### config.mk
export PLATFORM = sky130hd
export DESIGN_NAME = cluster_framer
export DESIGN_NICKNAME = d
export VERILOG_FILES = /design/src/rtl/clf_pkg.sv /design/src/rtl/clf_lane_fifo.sv /design/src/rtl/clf_lane_gather.sv /design/src/rtl/clf_pkt_ctrl.sv /design/src/rtl/cluster_framer.sv
export SDC_FILE = /design/constraint.sdc
export NUM_CORES = 2
export LEC_CHECK = 0
export ABC_AREA = 1
export BUFFER_PORTS_ARGS = -buffer_cell sky130_fd_sc_hd__buf_2
export CAP_MARGIN = 20
export CORE_ASPECT_RATIO = 0.8
export CORE_MARGIN = 2
export CORE_UTILIZATION = 33
export DETAILED_ROUTE_END_ITERATION = 12
export PLACE_DENSITY = 0.45
export REMOVE_ABC_BUFFERS = 1
export SYNTH_ARGS = -nofsm -noshare
export SYNTH_HDL_FRONTEND = slang
export SYNTH_SLANG_ARGS = --single-unit
### constraint.sdc
create_clock -name clk -period 3.05 [get_ports clk]
set_input_delay 0.305 -clock clk [delete_from_list [all_inputs] [get_ports clk]]
set_output_delay 0.305 -clock clk [all_outputs]
set_load 0.01 [all_outputs]
### src/rtl/clf_pkg.sv
`timescale 1ns/1ps
// clf_pkg: shared constants and types of the cluster framer.
// Assumes a 32-bit output word made of 8-bit characters.
package clf_pkg;
    localparam int CHAR_W = 8;
    localparam int WORD_W = 32;
    localparam int CHARS_PER_WORD = WORD_W / CHAR_W;

    localparam logic [7:0] HEAD_TAG = 8'hAB;
    localparam logic [7:0] TAIL_TAG = 8'hEE;

    typedef enum logic [2:0] {
        ST_IDLE,
        ST_HEAD,
        ST_SCAN,
        ST_BODY,
        ST_TAIL
    } clf_state_e;
endpackage

### src/rtl/clf_lane_fifo.sv
`timescale 1ns/1ps
// clf_lane_fifo: per-lane character FIFO. It takes one character per
// cycle and releases POP_N characters at once, which are visible ahead
// of time on peek (oldest character in the top byte).
// Assumes: DEPTH is a power of two and DEPTH >= POP_N. pop is raised only
// when has_set is high. Writes while full are dropped, and the
// environment must avoid them. flush empties the FIFO and drops a
// write made in the same cycle.
module clf_lane_fifo #(
    parameter int DEPTH = 16,
    parameter int POP_N = 6
) (
    input  logic               clk,
    input  logic               rst_n,
    input  logic               flush,
    input  logic               wr_en,
    input  logic [7:0]         wr_byte,
    input  logic               pop,
    output logic               has_set,
    output logic               not_empty,
    output logic [POP_N*8-1:0] peek
);
    localparam int PW = $clog2(DEPTH);
    localparam int CW = $clog2(DEPTH + 1);

    logic [7:0]    mem [DEPTH];
    logic [PW-1:0] rd_ptr;
    logic [PW-1:0] wr_ptr;
    logic [CW-1:0] count;
    logic          full;
    logic          wr_ok;

    assign full      = (count == CW'(DEPTH));
    assign wr_ok     = wr_en && !full && !flush;
    assign has_set   = (count >= CW'(POP_N));
    assign not_empty = (count != '0);

    // Store an accepted character at the write pointer.
    always_ff @(posedge clk) begin
        if (wr_ok) begin
            mem[wr_ptr] <= wr_byte;
        end
    end

    // Advance the pointers and the fill level; reset and flush empty the FIFO.
    always_ff @(posedge clk) begin
        if (!rst_n || flush) begin
            rd_ptr <= '0;
            wr_ptr <= '0;
            count  <= '0;
        end else begin
            if (wr_ok) begin
                wr_ptr <= wr_ptr + 1'b1;
            end
            if (pop) begin
                rd_ptr <= rd_ptr + PW'(POP_N);
            end
            count <= count + CW'(wr_ok) - (pop ? CW'(POP_N) : CW'(0));
        end
    end

    // Show the oldest POP_N characters, oldest in the most significant byte.
    for (genvar c = 0; c < POP_N; c++) begin : g_peek
        assign peek[(POP_N-1-c)*8 +: 8] = mem[rd_ptr + PW'(c)];
    end


    no_overflow_chk: assert property (@(posedge clk) disable iff (!rst_n)
        (wr_en && !flush) |-> !full)
        else $error("lane FIFO written while full");


    pop_ok_chk: assert property (@(posedge clk) disable iff (!rst_n)
        pop |-> has_set)
        else $error("lane FIFO popped without a full character set");
endmodule

### src/rtl/clf_lane_gather.sv
`timescale 1ns/1ps
// clf_lane_gather: one FIFO per lane. It reports when every lane holds a
// complete share of a cluster and presents the whole cluster as a flat
// byte vector, with byte j = lane*CHARS + char, byte 0 in the top bits.
// Assumes: pop is raised only while cl_rdy is high.
module clf_lane_gather #(
    parameter int LANES = 6,
    parameter int CHARS = 6,
    parameter int DEPTH = 16
) (
    input  logic                     clk,
    input  logic                     rst_n,
    input  logic                     flush,
    input  logic                     pop,
    input  logic [LANES-1:0]         lane_vld,
    input  logic [LANES*8-1:0]       lane_byte,
    output logic                     cl_rdy,
    output logic                     any_data,
    output logic [LANES*CHARS*8-1:0] cl_flat
);
    localparam int SLICE_W = CHARS * 8;

    logic [LANES-1:0] lane_has;
    logic [LANES-1:0] lane_ne;

    // One FIFO per lane; lane 0 supplies the top slice of the cluster vector.
    for (genvar i = 0; i < LANES; i++) begin : g_lane
        clf_lane_fifo #(
            .DEPTH (DEPTH),
            .POP_N (CHARS)
        ) u_fifo (
            .clk       (clk),
            .rst_n     (rst_n),
            .flush     (flush),
            .wr_en     (lane_vld[i]),
            .wr_byte   (lane_byte[i*8 +: 8]),
            .pop       (pop),
            .has_set   (lane_has[i]),
            .not_empty (lane_ne[i]),
            .peek      (cl_flat[(LANES-1-i)*SLICE_W +: SLICE_W])
        );
    end

    // A cluster is ready only when every lane has delivered its share.
    assign cl_rdy   = &lane_has;
    // Any leftover byte means a partial cluster is held.
    assign any_data = |lane_ne;
endmodule

### src/rtl/clf_pkt_ctrl.sv
`timescale 1ns/1ps
// clf_pkt_ctrl: packet sequencer. It opens a packet with a header, takes
// complete clusters from the lane gather and sends them as data words,
// and closes the packet with a trailer once an end-of-event strobe is
// pending and no complete cluster waits. Partial data at close is flushed
// and flagged in the trailer.
// Assumes: NB is a multiple of four, SEQ_W <= 24, CNT_W <= 16. End-of-event
// is strobed only after the last cluster's bytes have been written.
module clf_pkt_ctrl
    import clf_pkg::*;
#(
    parameter int NB    = 36,
    parameter int SEQ_W = 16,
    parameter int CNT_W = 16
) (
    input  logic            clk,
    input  logic            rst_n,
    input  logic            cl_rdy,
    input  logic            any_data,
    input  logic [NB*8-1:0] cl_flat,
    input  logic            eoe_in,
    output logic            pop,
    output logic            flush,
    output logic [31:0]     out_word,
    output logic            out_ctrl,
    output logic            out_vld,
    input  logic            out_rdy
);
    localparam int NW = NB / CHARS_PER_WORD;
    localparam int IW = (NW > 1) ? $clog2(NW) : 1;

    clf_state_e       state;
    logic [NB*8-1:0]  clu_buf;
    logic [IW-1:0]    idx_q;
    logic [SEQ_W-1:0] seq_q;
    logic [CNT_W-1:0] clu_cnt;
    logic             err_q;
    logic             eoe_pend;
    logic             close_now;
    logic             hs;
    logic [31:0]      words [NW];

    assign hs        = out_vld && out_rdy;
    assign close_now = (state == ST_SCAN) && !cl_rdy && eoe_pend;
    assign pop       = (state == ST_SCAN) && cl_rdy;
    assign flush     = close_now && any_data;

    // Split the held cluster into words, byte 0 at the top of word 0.
    for (genvar k = 0; k < NW; k++) begin : g_word
        assign words[k] = clu_buf[(NW-1-k)*32 +: 32];
    end

    // Remember an end-of-event strobe until the packet is closed.
    always_ff @(posedge clk) begin
        if (!rst_n) begin
            eoe_pend <= 1'b0;
        end else begin
            eoe_pend <= (eoe_pend && !close_now) || eoe_in;
        end
    end

    // Packet sequencing: header, clusters, trailer.
    always_ff @(posedge clk) begin
        if (!rst_n) begin
            state   <= ST_IDLE;
            idx_q   <= '0;
            seq_q   <= '0;
            clu_cnt <= '0;
            err_q   <= 1'b0;
        end else begin
            case (state)
                ST_IDLE: begin
                    if (cl_rdy || eoe_pend) begin
                        state <= ST_HEAD;
                    end
                end
                ST_HEAD: begin
                    if (hs) begin
                        state <= ST_SCAN;
                    end
                end
                ST_SCAN: begin
                    if (pop) begin
                        idx_q <= '0;
                        state <= ST_BODY;
                    end else if (close_now) begin
                        err_q <= any_data;
                        state <= ST_TAIL;
                    end
                end
                ST_BODY: begin
                    if (hs) begin
                        if (idx_q == IW'(NW - 1)) begin
                            clu_cnt <= clu_cnt + 1'b1;
                            state   <= ST_SCAN;
                        end else begin
                            idx_q <= idx_q + 1'b1;
                        end
                    end
                end
                ST_TAIL: begin
                    if (hs) begin
                        seq_q   <= seq_q + 1'b1;
                        clu_cnt <= '0;
                        err_q   <= 1'b0;
                        state   <= ST_IDLE;
                    end
                end
                default: state <= ST_IDLE;
            endcase
        end
    end

    // Capture a complete cluster as it leaves the lane FIFOs.
    always_ff @(posedge clk) begin
        if (!rst_n) begin
            clu_buf <= '0;
        end else if (pop) begin
            clu_buf <= cl_flat;
        end
    end

    // Drive the output word for the current state.
    always_comb begin
        out_word = '0;
        out_ctrl = 1'b0;
        out_vld  = 1'b0;
        case (state)
            ST_HEAD: begin
                out_word = {HEAD_TAG, 24'(seq_q)};
                out_ctrl = 1'b1;
                out_vld  = 1'b1;
            end
            ST_BODY: begin
                out_word = words[idx_q];
                out_vld  = 1'b1;
            end
            ST_TAIL: begin
                out_word = {TAIL_TAG, 7'b0, err_q, 16'(clu_cnt)};
                out_ctrl = 1'b1;
                out_vld  = 1'b1;
            end
            default: ;
        endcase
    end


    hold_stable_chk: assert property (@(posedge clk) disable iff (!rst_n)
        (out_vld && !out_rdy) |=> (out_vld && $stable(out_word) && $stable(out_ctrl)))
        else $error("output changed while stalled");


    tail_clear_chk: assert property (@(posedge clk) disable iff (!rst_n)
        (state == ST_TAIL && hs) |=> (clu_cnt == '0 && !err_q))
        else $error("count or error carried into next packet");


    seq_step_chk: assert property (@(posedge clk) disable iff (!rst_n)
        (state == ST_TAIL && hs) |=> (seq_q == $past(seq_q) + 1'b1))
        else $error("event number did not advance by one");
endmodule

### src/rtl/cluster_framer.sv
`timescale 1ns/1ps
// cluster_framer: top of the variable-length cluster framer. It joins the
// per-lane gather stage with the packet sequencer.
// Assumes: lanes carry decoded characters, the end-of-event strobe follows
// the last character of the event, and the next event's characters start
// only after the trailer of the previous packet has been accepted.
module cluster_framer #(
    parameter int LANES      = 6,
    parameter int CHARS      = 6,
    parameter int FIFO_DEPTH = 16,
    parameter int SEQ_W      = 16,
    parameter int CNT_W      = 16
) (
    input  logic               clk,
    input  logic               rst_n,
    input  logic [LANES-1:0]   lane_vld,
    input  logic [LANES*8-1:0] lane_byte,
    input  logic               eoe_in,
    output logic [31:0]        out_word,
    output logic               out_ctrl,
    output logic               out_vld,
    input  logic               out_rdy
);
    localparam int NB = LANES * CHARS;

    logic            pop;
    logic            flush;
    logic            cl_rdy;
    logic            any_data;
    logic [NB*8-1:0] cl_flat;

    clf_lane_gather #(
        .LANES (LANES),
        .CHARS (CHARS),
        .DEPTH (FIFO_DEPTH)
    ) u_gather (
        .clk       (clk),
        .rst_n     (rst_n),
        .flush     (flush),
        .pop       (pop),
        .lane_vld  (lane_vld),
        .lane_byte (lane_byte),
        .cl_rdy    (cl_rdy),
        .any_data  (any_data),
        .cl_flat   (cl_flat)
    );

    clf_pkt_ctrl #(
        .NB    (NB),
        .SEQ_W (SEQ_W),
        .CNT_W (CNT_W)
    ) u_ctrl (
        .clk      (clk),
        .rst_n    (rst_n),
        .cl_rdy   (cl_rdy),
        .any_data (any_data),
        .cl_flat  (cl_flat),
        .eoe_in   (eoe_in),
        .pop      (pop),
        .flush    (flush),
        .out_word (out_word),
        .out_ctrl (out_ctrl),
        .out_vld  (out_vld),
        .out_rdy  (out_rdy)
    );
endmodule

Word-level counts from Yosys, hierarchy flattened --
Memories as Yosys holds them, arrays and structs flattened. A register that Yosys moved wholly into a read port is not among the register bits. Index checks and enable logic that the tools add are counted.
Cells by class: reductions and logical operators 86, equality and inequality tests 21, magnitude comparators 7, add/sub/neg operators 57, bitwise operators 1, muxes and demuxes 39
Operator list (number):
- 32-bit binary-select mux with 4-bit select | 1
- 32-bit case mux with 3 select lines | 1
- 4-bit by 3-bit adder with 4-bit output (second input constant) | 18
- 32-bit two-way mux | 2
- 4-bit by 1-bit adder with 4-bit output (second input constant) | 13
- 4-bit by 2-bit adder with 4-bit output (second input constant) | 12
- 16-bit two-way mux | 3
- 1-bit zero test | 46
- 16-bit by 1-bit adder with 16-bit output (second input constant) | 2
- 16-bit case mux with 2 select lines | 1
- 5-bit by 1-bit adder with 5-bit output | 6
- 5-bit == test (second input constant) | 6
- 5-bit by 3-bit greater-or-equal comparator with 1-bit output (second input constant) | 6
- 5-bit nonzero test | 6
- 5-bit subtractor | 5
- 3-bit two-way mux | 8
- 1-bit logical AND | 18
- 1-bit two-way mux | 17
- 3-bit case mux with 5 select lines | 1
- 4-bit two-way mux | 3
- 2-bit by 1-bit inequality test with 1-bit output (second input constant) | 6
- 4-bit AND reduction | 3
- 6-bit AND reduction | 2
- 4-bit case mux with 2 select lines | 1
- 17 further kinds | 24
Storage, ports and cells: input bits 58, register bits after elaboration 119, word-level logic and storage cells 241, output and inout bits 34, memories 6, RAM bits 768
Memories:
- u_gather.g_lane[0].u_fifo.mem | depth 16, bits a word 8, read ports 6, clocked after memory_dff 6, write ports 1, line clf_lane_fifo.sv:26 | logic [7:0] mem [DEPTH];
- u_gather.g_lane[1].u_fifo.mem | depth 16, bits a word 8, read ports 6, clocked after memory_dff 6, write ports 1, line clf_lane_fifo.sv:26
- u_gather.g_lane[2].u_fifo.mem | depth 16, bits a word 8, read ports 6, clocked after memory_dff 6, write ports 1, line clf_lane_fifo.sv:26
- u_gather.g_lane[3].u_fifo.mem | depth 16, bits a word 8, read ports 6, clocked after memory_dff 6, write ports 1, line clf_lane_fifo.sv:26
- u_gather.g_lane[4].u_fifo.mem | depth 16, bits a word 8, read ports 6, clocked after memory_dff 6, write ports 1, line clf_lane_fifo.sv:26
- u_gather.g_lane[5].u_fifo.mem | depth 16, bits a word 8, read ports 6, clocked after memory_dff 6, write ports 1, line clf_lane_fifo.sv:26

Logic depth before layout (Yosys ltp) --
word-level depth 10, depth in mapped cells 23, depth with buffers taken out 22

Modules after synthesis --
From an unflattened synthesis, not the netlist that was laid out.
Unflattened totals: cell total of the unflattened synthesis 7960, area, all modules 63463.4 um2
By module, submodules not included:
- clf_lane_fifo (u_gather.g_lane[1].u_fifo ...) | seq. area each 4144.0 um2, instances 2, cells an instance 951, area each 8086.5 um2
- clf_lane_fifo (u_gather.g_lane[4].u_fifo ...) | seq. area each 4144.0 um2, instances 2, cells an instance 951, area each 8029.0 um2
- clf_pkt_ctrl | seq. area each 6586.3 um2, instances 1, cells an instance 2241, area each 15117.0 um2
- clf_lane_fifo (u_gather.g_lane[3].u_fifo) | seq. area each 4144.0 um2, instances 1, cells an instance 951, area each 8036.5 um2
- clf_lane_fifo (u_gather.g_lane[0].u_fifo) | seq. area each 4144.0 um2, instances 1, cells an instance 953, area each 8034.0 um2
- clf_lane_gather | seq. area each 0.0 um2, instances 1, cells an instance 11, area each 45.0 um2

Worst setup path before layout --
OpenSTA, ideal clock, no wires.
kind reg-to-reg, start reg u_gather.g_lane[1].u_fifo.count[3], end reg u_gather.g_lane[5].u_fifo.count[4], setup time 0.066 ns, period minus slack after synthesis 2.708 ns, stages on the path, launching flop included 20, data required time 2.984 ns, data arrival time 2.642 ns, slack 0.342 ns, path buffers 2, cells stage by stage dfxtp_1 -> inv_1 -> ha_1 -> nand3_1 -> nand2_1 -> inv_1 -> nand2_1 -> nand2_1 -> inv_1 -> nand3_2 -> clkbuf_1 -> buf_2 -> ha_1 -> ha_1 -> nand2_1 -> nand2_1 -> a21oi_1 -> xor2_1 -> inv_1 -> nor2_1
On the way: word-level cells in the longest chain between the ends 10, elaborated cells between the ends (all ways) 15, classes of those cells 2 x add/sub; 1 x order compare; 1 x mux; 11 x reduce/logical
RTL lines:
- start: declaration | line clf_lane_fifo.sv:29 | logic [CW-1:0] count;
- start signal: assignment | line clf_lane_fifo.sv:58 | count <= count + CW'(wr_ok) - (pop ? CW'(POP_N) : CW'(0));
- 5-bit by 3-bit greater-or-equal comparator with 1-bit output | line clf_lane_fifo.sv:35 | assign has_set = (count >= CW'(POP_N));
- 6-bit AND reduction | line clf_lane_gather.sv:45 | assign cl_rdy = &lane_has;
- 1-bit zero test | line clf_pkt_ctrl.sv:44 | assign close_now = (state == ST_SCAN) && !cl_rdy && eoe_pend;
- 1-bit logical AND (2 in series) | line clf_pkt_ctrl.sv:44
- 1-bit logical AND | line clf_pkt_ctrl.sv:46 | assign flush = close_now && any_data;
- 1-bit zero test | line clf_lane_fifo.sv:34 | assign wr_ok = wr_en && !full && !flush;
- 1-bit logical AND | line clf_lane_fifo.sv:34
- 5-bit by 1-bit adder with 5-bit output | line clf_lane_fifo.sv:58
- 5-bit subtractor | line clf_lane_fifo.sv:58
- end signal: assignment | line clf_lane_fifo.sv:58
- end: declaration | line clf_lane_fifo.sv:29
Parallel ways exist; a longest one is shown, timed or not. A chain may end at the register's enable or synchronous reset.

Worst setup path in the final report --
start reg u_ctrl.idx_q[0], end out out_word[14]
On the way: word-level cells in the longest chain between the ends 5
RTL lines:
- start: declaration | line clf_pkt_ctrl.sv:34 | logic [IW-1:0] idx_q;
- start signal: assignment | line clf_pkt_ctrl.sv:97 | idx_q <= idx_q + 1'b1;
- 4-bit NOT with 5-bit output (implied by the code) | line clf_pkt_ctrl.sv:135 | out_word = words[idx_q];
- 32-bit binary-select mux with 4-bit select | line clf_pkt_ctrl.sv:135
- 32-bit two-way mux (implied by the code) (2 in series) | line clf_pkt_ctrl.sv:135
- 32-bit case mux with 3 select lines | line clf_pkt_ctrl.sv:128 | case (state)
- end: declaration | line cluster_framer.sv:19 | output logic [31:0] out_word,
Every way passes these cells. The select of a mux whose other input is x is not followed.

==> impl_metrics.env <==
export IMPL_vias=48900
export IMPL_period_minus_slack_ns=3.17
export IMPL_grtUsageTotal_pct=23.4
export IMPL_hold_class="primary input to register"
export IMPL_synthArstFlopShare_pct=0
export IMPL_cap_violations=0
export IMPL_p_per_area_nw_per_um2=549
export IMPL_worstPathMaxFanout=8
export IMPL_clk_transition_reported_paths_ns=0.06
export IMPL_reg2reg_to="u_ctrl.clu_buf[257]$_SDFFE_PN0P_"
export IMPL_die_h_um=376
export IMPL_dp_hpwl_mm=146
export IMPL_numPortBuffers=91
export IMPL_max_freq_mhz=315
export IMPL_fp_dieW_um=469
export IMPL_rsz0062_at_grt="true"
export IMPL_ys_seq_elements=1169
export IMPL_power_leakage_nw=25.0
export IMPL_synth_avg_cell_area_um2=8.93
export IMPL_critPathLaunchType="register"
export IMPL_reg2reg_slack_ns=0.26
export IMPL_drt_iter0_markers=5234
export IMPL_synth_seq_area_share_pct=54.4
export IMPL_finalCritPeriodShare_pct=104
export IMPL_area_growth_pct=19.6
export IMPL_drt_first_pass_iters=6
export IMPL_critPathKind="register to output pin"
export IMPL_utilization_pct=39.8
export IMPL_drive_gt1_share_pct=12.8
export IMPL_synth_area_um2=57200
export IMPL_finalSetupViolCount=16
export IMPL_root_buffer="clkbuf_16"
export IMPL_path_cells="buf_12, buf_16, nor2_1, nor2_1, o21ai_2, buf_4, o211ai_1, nand3_2, nand2_1, nand2_1, o221ai_1, buf_2"
export IMPL_min_path_cells=4
export IMPL_synthDistinctLibCells=50
export IMPL_finalWeightedCongestion=0.909
export IMPL_pre_cts_slack_ns=0.189
export IMPL_die_area_um2=177000
export IMPL_synth_top_cells_by_area="edfxtp_1 40%, dfxtp_1 14%, o21ai_0 8.5%, nand2_1 6.4%, a21oi_1 4.2%"
export IMPL_crit_path_max_incr_delay_ns=0.45
export IMPL_routedWlPerCell_um=23.7
export IMPL_clockBufferDepth=3
export IMPL_core_region_area_um2=172000
export IMPL_grt_antenna_before_repair=8
export IMPL_drc_errors=0
export IMPL_synthCells=6405
export IMPL_hold_viol=0
export IMPL_fin_nets=6778
export IMPL_wl_met3_mm=14.7
export IMPL_yosys_warnings=0
export IMPL_worst_slew_pin_slew_ns=1.03
export IMPL_num_io_pins=92
export IMPL_ant_nets=0
export IMPL_fp_row_count=136
export IMPL_layout_commonest_cell="nand2_1"
export IMPL_setup_ws_ns=-0.124
export IMPL_grt_pass1_vias=44200
export IMPL_start_util_pct=33.3
export IMPL_layout_common_cells="957 x nand2_1, 908 x o21ai_0, 768 x edfxtp_1, 607 x nor2_1, 514 x inv_1"
export IMPL_grt_first_pass_wirelength_mm=307
export IMPL_grt_max_degree=140
export IMPL_overflow=0
export IMPL_met2WireLength_mm=90.3
export IMPL_violations="negative setup slack"
export IMPL_cts_sinks=1169
export IMPL_skew_ns=0.0340
export IMPL_crit_required_ns=2.74
export IMPL_worstHoldStart="lane_vld[0]"
export IMPL_outcome="finished with violations"
export IMPL_drv_slew=0
export IMPL_top_layer="met5"
export IMPL_yosys_area_top_type="edfxtp_1"
export IMPL_insertion_delay_ns=0.79
export IMPL_worstHoldEndpoint="u_gather.g_lane[0].u_fifo.wr_ptr[0]$_SDFFE_PP0P_"
export IMPL_end_kind="output pin"
export IMPL_fin_tns_setup_ns=-0.791
export IMPL_ir_drop_v=0.000635
export IMPL_maxSlewHeadroom_pct=31.0
export IMPL_htree_levels=4
export IMPL_wl_mm=214
export IMPL_critPathSlowestCell="dfxtp_4"
export IMPL_cts_buffers=135
export IMPL_synth_ff_type="edfxtp_1"
export IMPL_crit_arrival_ns=2.87
export IMPL_worst_r2r_cell_count=9
export IMPL_r2r_start="u_gather.g_lane[0].u_fifo.rd_ptr[1]$_SDFFE_PP0P_"
export IMPL_vias_per_cell=5.42
export IMPL_met1Wirelength_mm=104
export IMPL_synth_edff_count=768
export IMPL_synth_top_cell_area_share_pct=40.3
export IMPL_cts_tree="done"
[worst max-delay path, delay by kind of cell, from the launching register on]
kind | cells | cell delay [ns]
buffers and inverters | 4 | 0.60
and+or+nand+nor | 5 | 0.59
DFF | 1 | 0.45
AOI/OAI and AO/OA | 3 | 0.44
[sequential cells by signal (all words and copies together), names as in the netlist]
register and cells:
u_ctrl.eoe_pend 1, u_ctrl.clu_cnt 16, u_ctrl.clu_buf 288, u_ctrl.idx_q 4
u_ctrl.err_q 1, u_gather.g_lane.u_fifo.wr_ptr 24, u_gather.g_lane.u_fifo.rd_ptr 18, u_gather.g_lane.u_fifo.mem 768
u_ctrl.seq_q 16, u_gather.g_lane.u_fifo.count 30, u_ctrl.state 3
[cell usage after synthesis (all sizes together), types with 26 or more instances]
library cell  instances
buf                 157
clkbuf              288
a221oi               54
nand2               975
o21bai               26
inv                 535
a211oi               89
o221ai               71
o21ai               985
o22ai               197
nor3                 87
dfxtp               401
nand3               168
a21oi               484
ha                   88
mux2i                67
nor2                642
o211ai              204
nand3b               33
edfxtp              768
[what timing repair did]
item,in CTS,in global routing
endpoints found under the hold margin,792,0
gates resized for setup,155,132
pin swaps,40,69
buffers inserted,12,21
hold buffers,52,0
gates cloned,9,11
endpoints found under the setup margin,32,38
[layout make-up]
class / count / area [um2]
Clock inverter: 60 / 629
Clock buffer: 186 / 3830
Sequential cell: 1169 / 31100
Antenna cell: 2 / 5.00
Multi-Input combinational cell: 4244 / 22900
Fill cell: 17000 / 103000
Tap cell: 2277 / 2850
Inverter: 547 / 2090
Timing Repair Buffer: 535 / 4980
[stage by stage]
| stage | instance area, um2 | std cells | power (mW) | hold slack (ns) |
|---|---|---|---|---|
| 2_1_floorplan | 55300 | 5960 | 19.8 | 0.404 |
| 3_3_place_gp | 61800 | 8680 | 21.0 | 0.453 |
| 3_5_place_dp | 61800 | 8680 | 21.1 | 0.455 |
| 4_1_cts | 67600 | 8995 | 37.8 | 0.0376 |
| 5_1_grt | 68400 | 9020 | 38.9 | 0.103 |
| 6_report | 68400 | 9020 | 37.5 | 0.0942 |
[how the worst max path moves through the flow]
stage                                                           startpoint                                       endpoint  slack, ns  depth (start not counted)
after CTS                                     u_ctrl.idx_q[0]$_SDFFE_PN0P_                                   out_word[30]      -0.13                          8
after global routing                          u_ctrl.idx_q[0]$_SDFFE_PN0P_                                   out_word[14]      -0.19                         12
after global placement       u_gather.g_lane[4].u_fifo.count[4]$_SDFF_PP0_  u_gather.g_lane[5].u_fifo.count[4]$_SDFF_PP0_       0.17                         17
final                                         u_ctrl.idx_q[0]$_SDFFE_PN0P_                                   out_word[14]      -0.12                         12
after detailed placement     u_gather.g_lane[5].u_fifo.count[4]$_SDFF_PP0_  u_gather.g_lane[2].u_fifo.count[4]$_SDFF_PP0_       0.19                         17
after floorplan           u_gather.g_lane[1].u_fifo.rd_ptr[1]$_SDFFE_PP0P_               u_ctrl.clu_buf[222]$_SDFFE_PN0P_      -4.94                          7
[metal layers]
| layer | up-vias | GRT usage (%) |
|---|---|---|
| met1 | 23800 | 35.3 |
| met4 | 6 | 5.81 |
| met2 | 1702 | 34.5 |
| met3 | 254 | 3.79 |
| li1 | 23100 | - |
| met5 | - | 0 |
[cells by family after synthesis]
kind of cell    share of synthesized area, %
compound gates                          21.4
xor+xnor                               0.444
fa+ha+maj                               1.93
buf+inv                                 6.86
flops                                   54.4
mux                                     1.17
simple gates                            13.8
[report_power, final]
part           leakage, nW  switching, mW  internal (mW)
registers             10.2          0.272           17.4
clock network         2.20           6.93           9.75
logic                 12.6           2.14           1.09
total                 25.0           9.34           28.2
(Power assumes the default switching activity.)
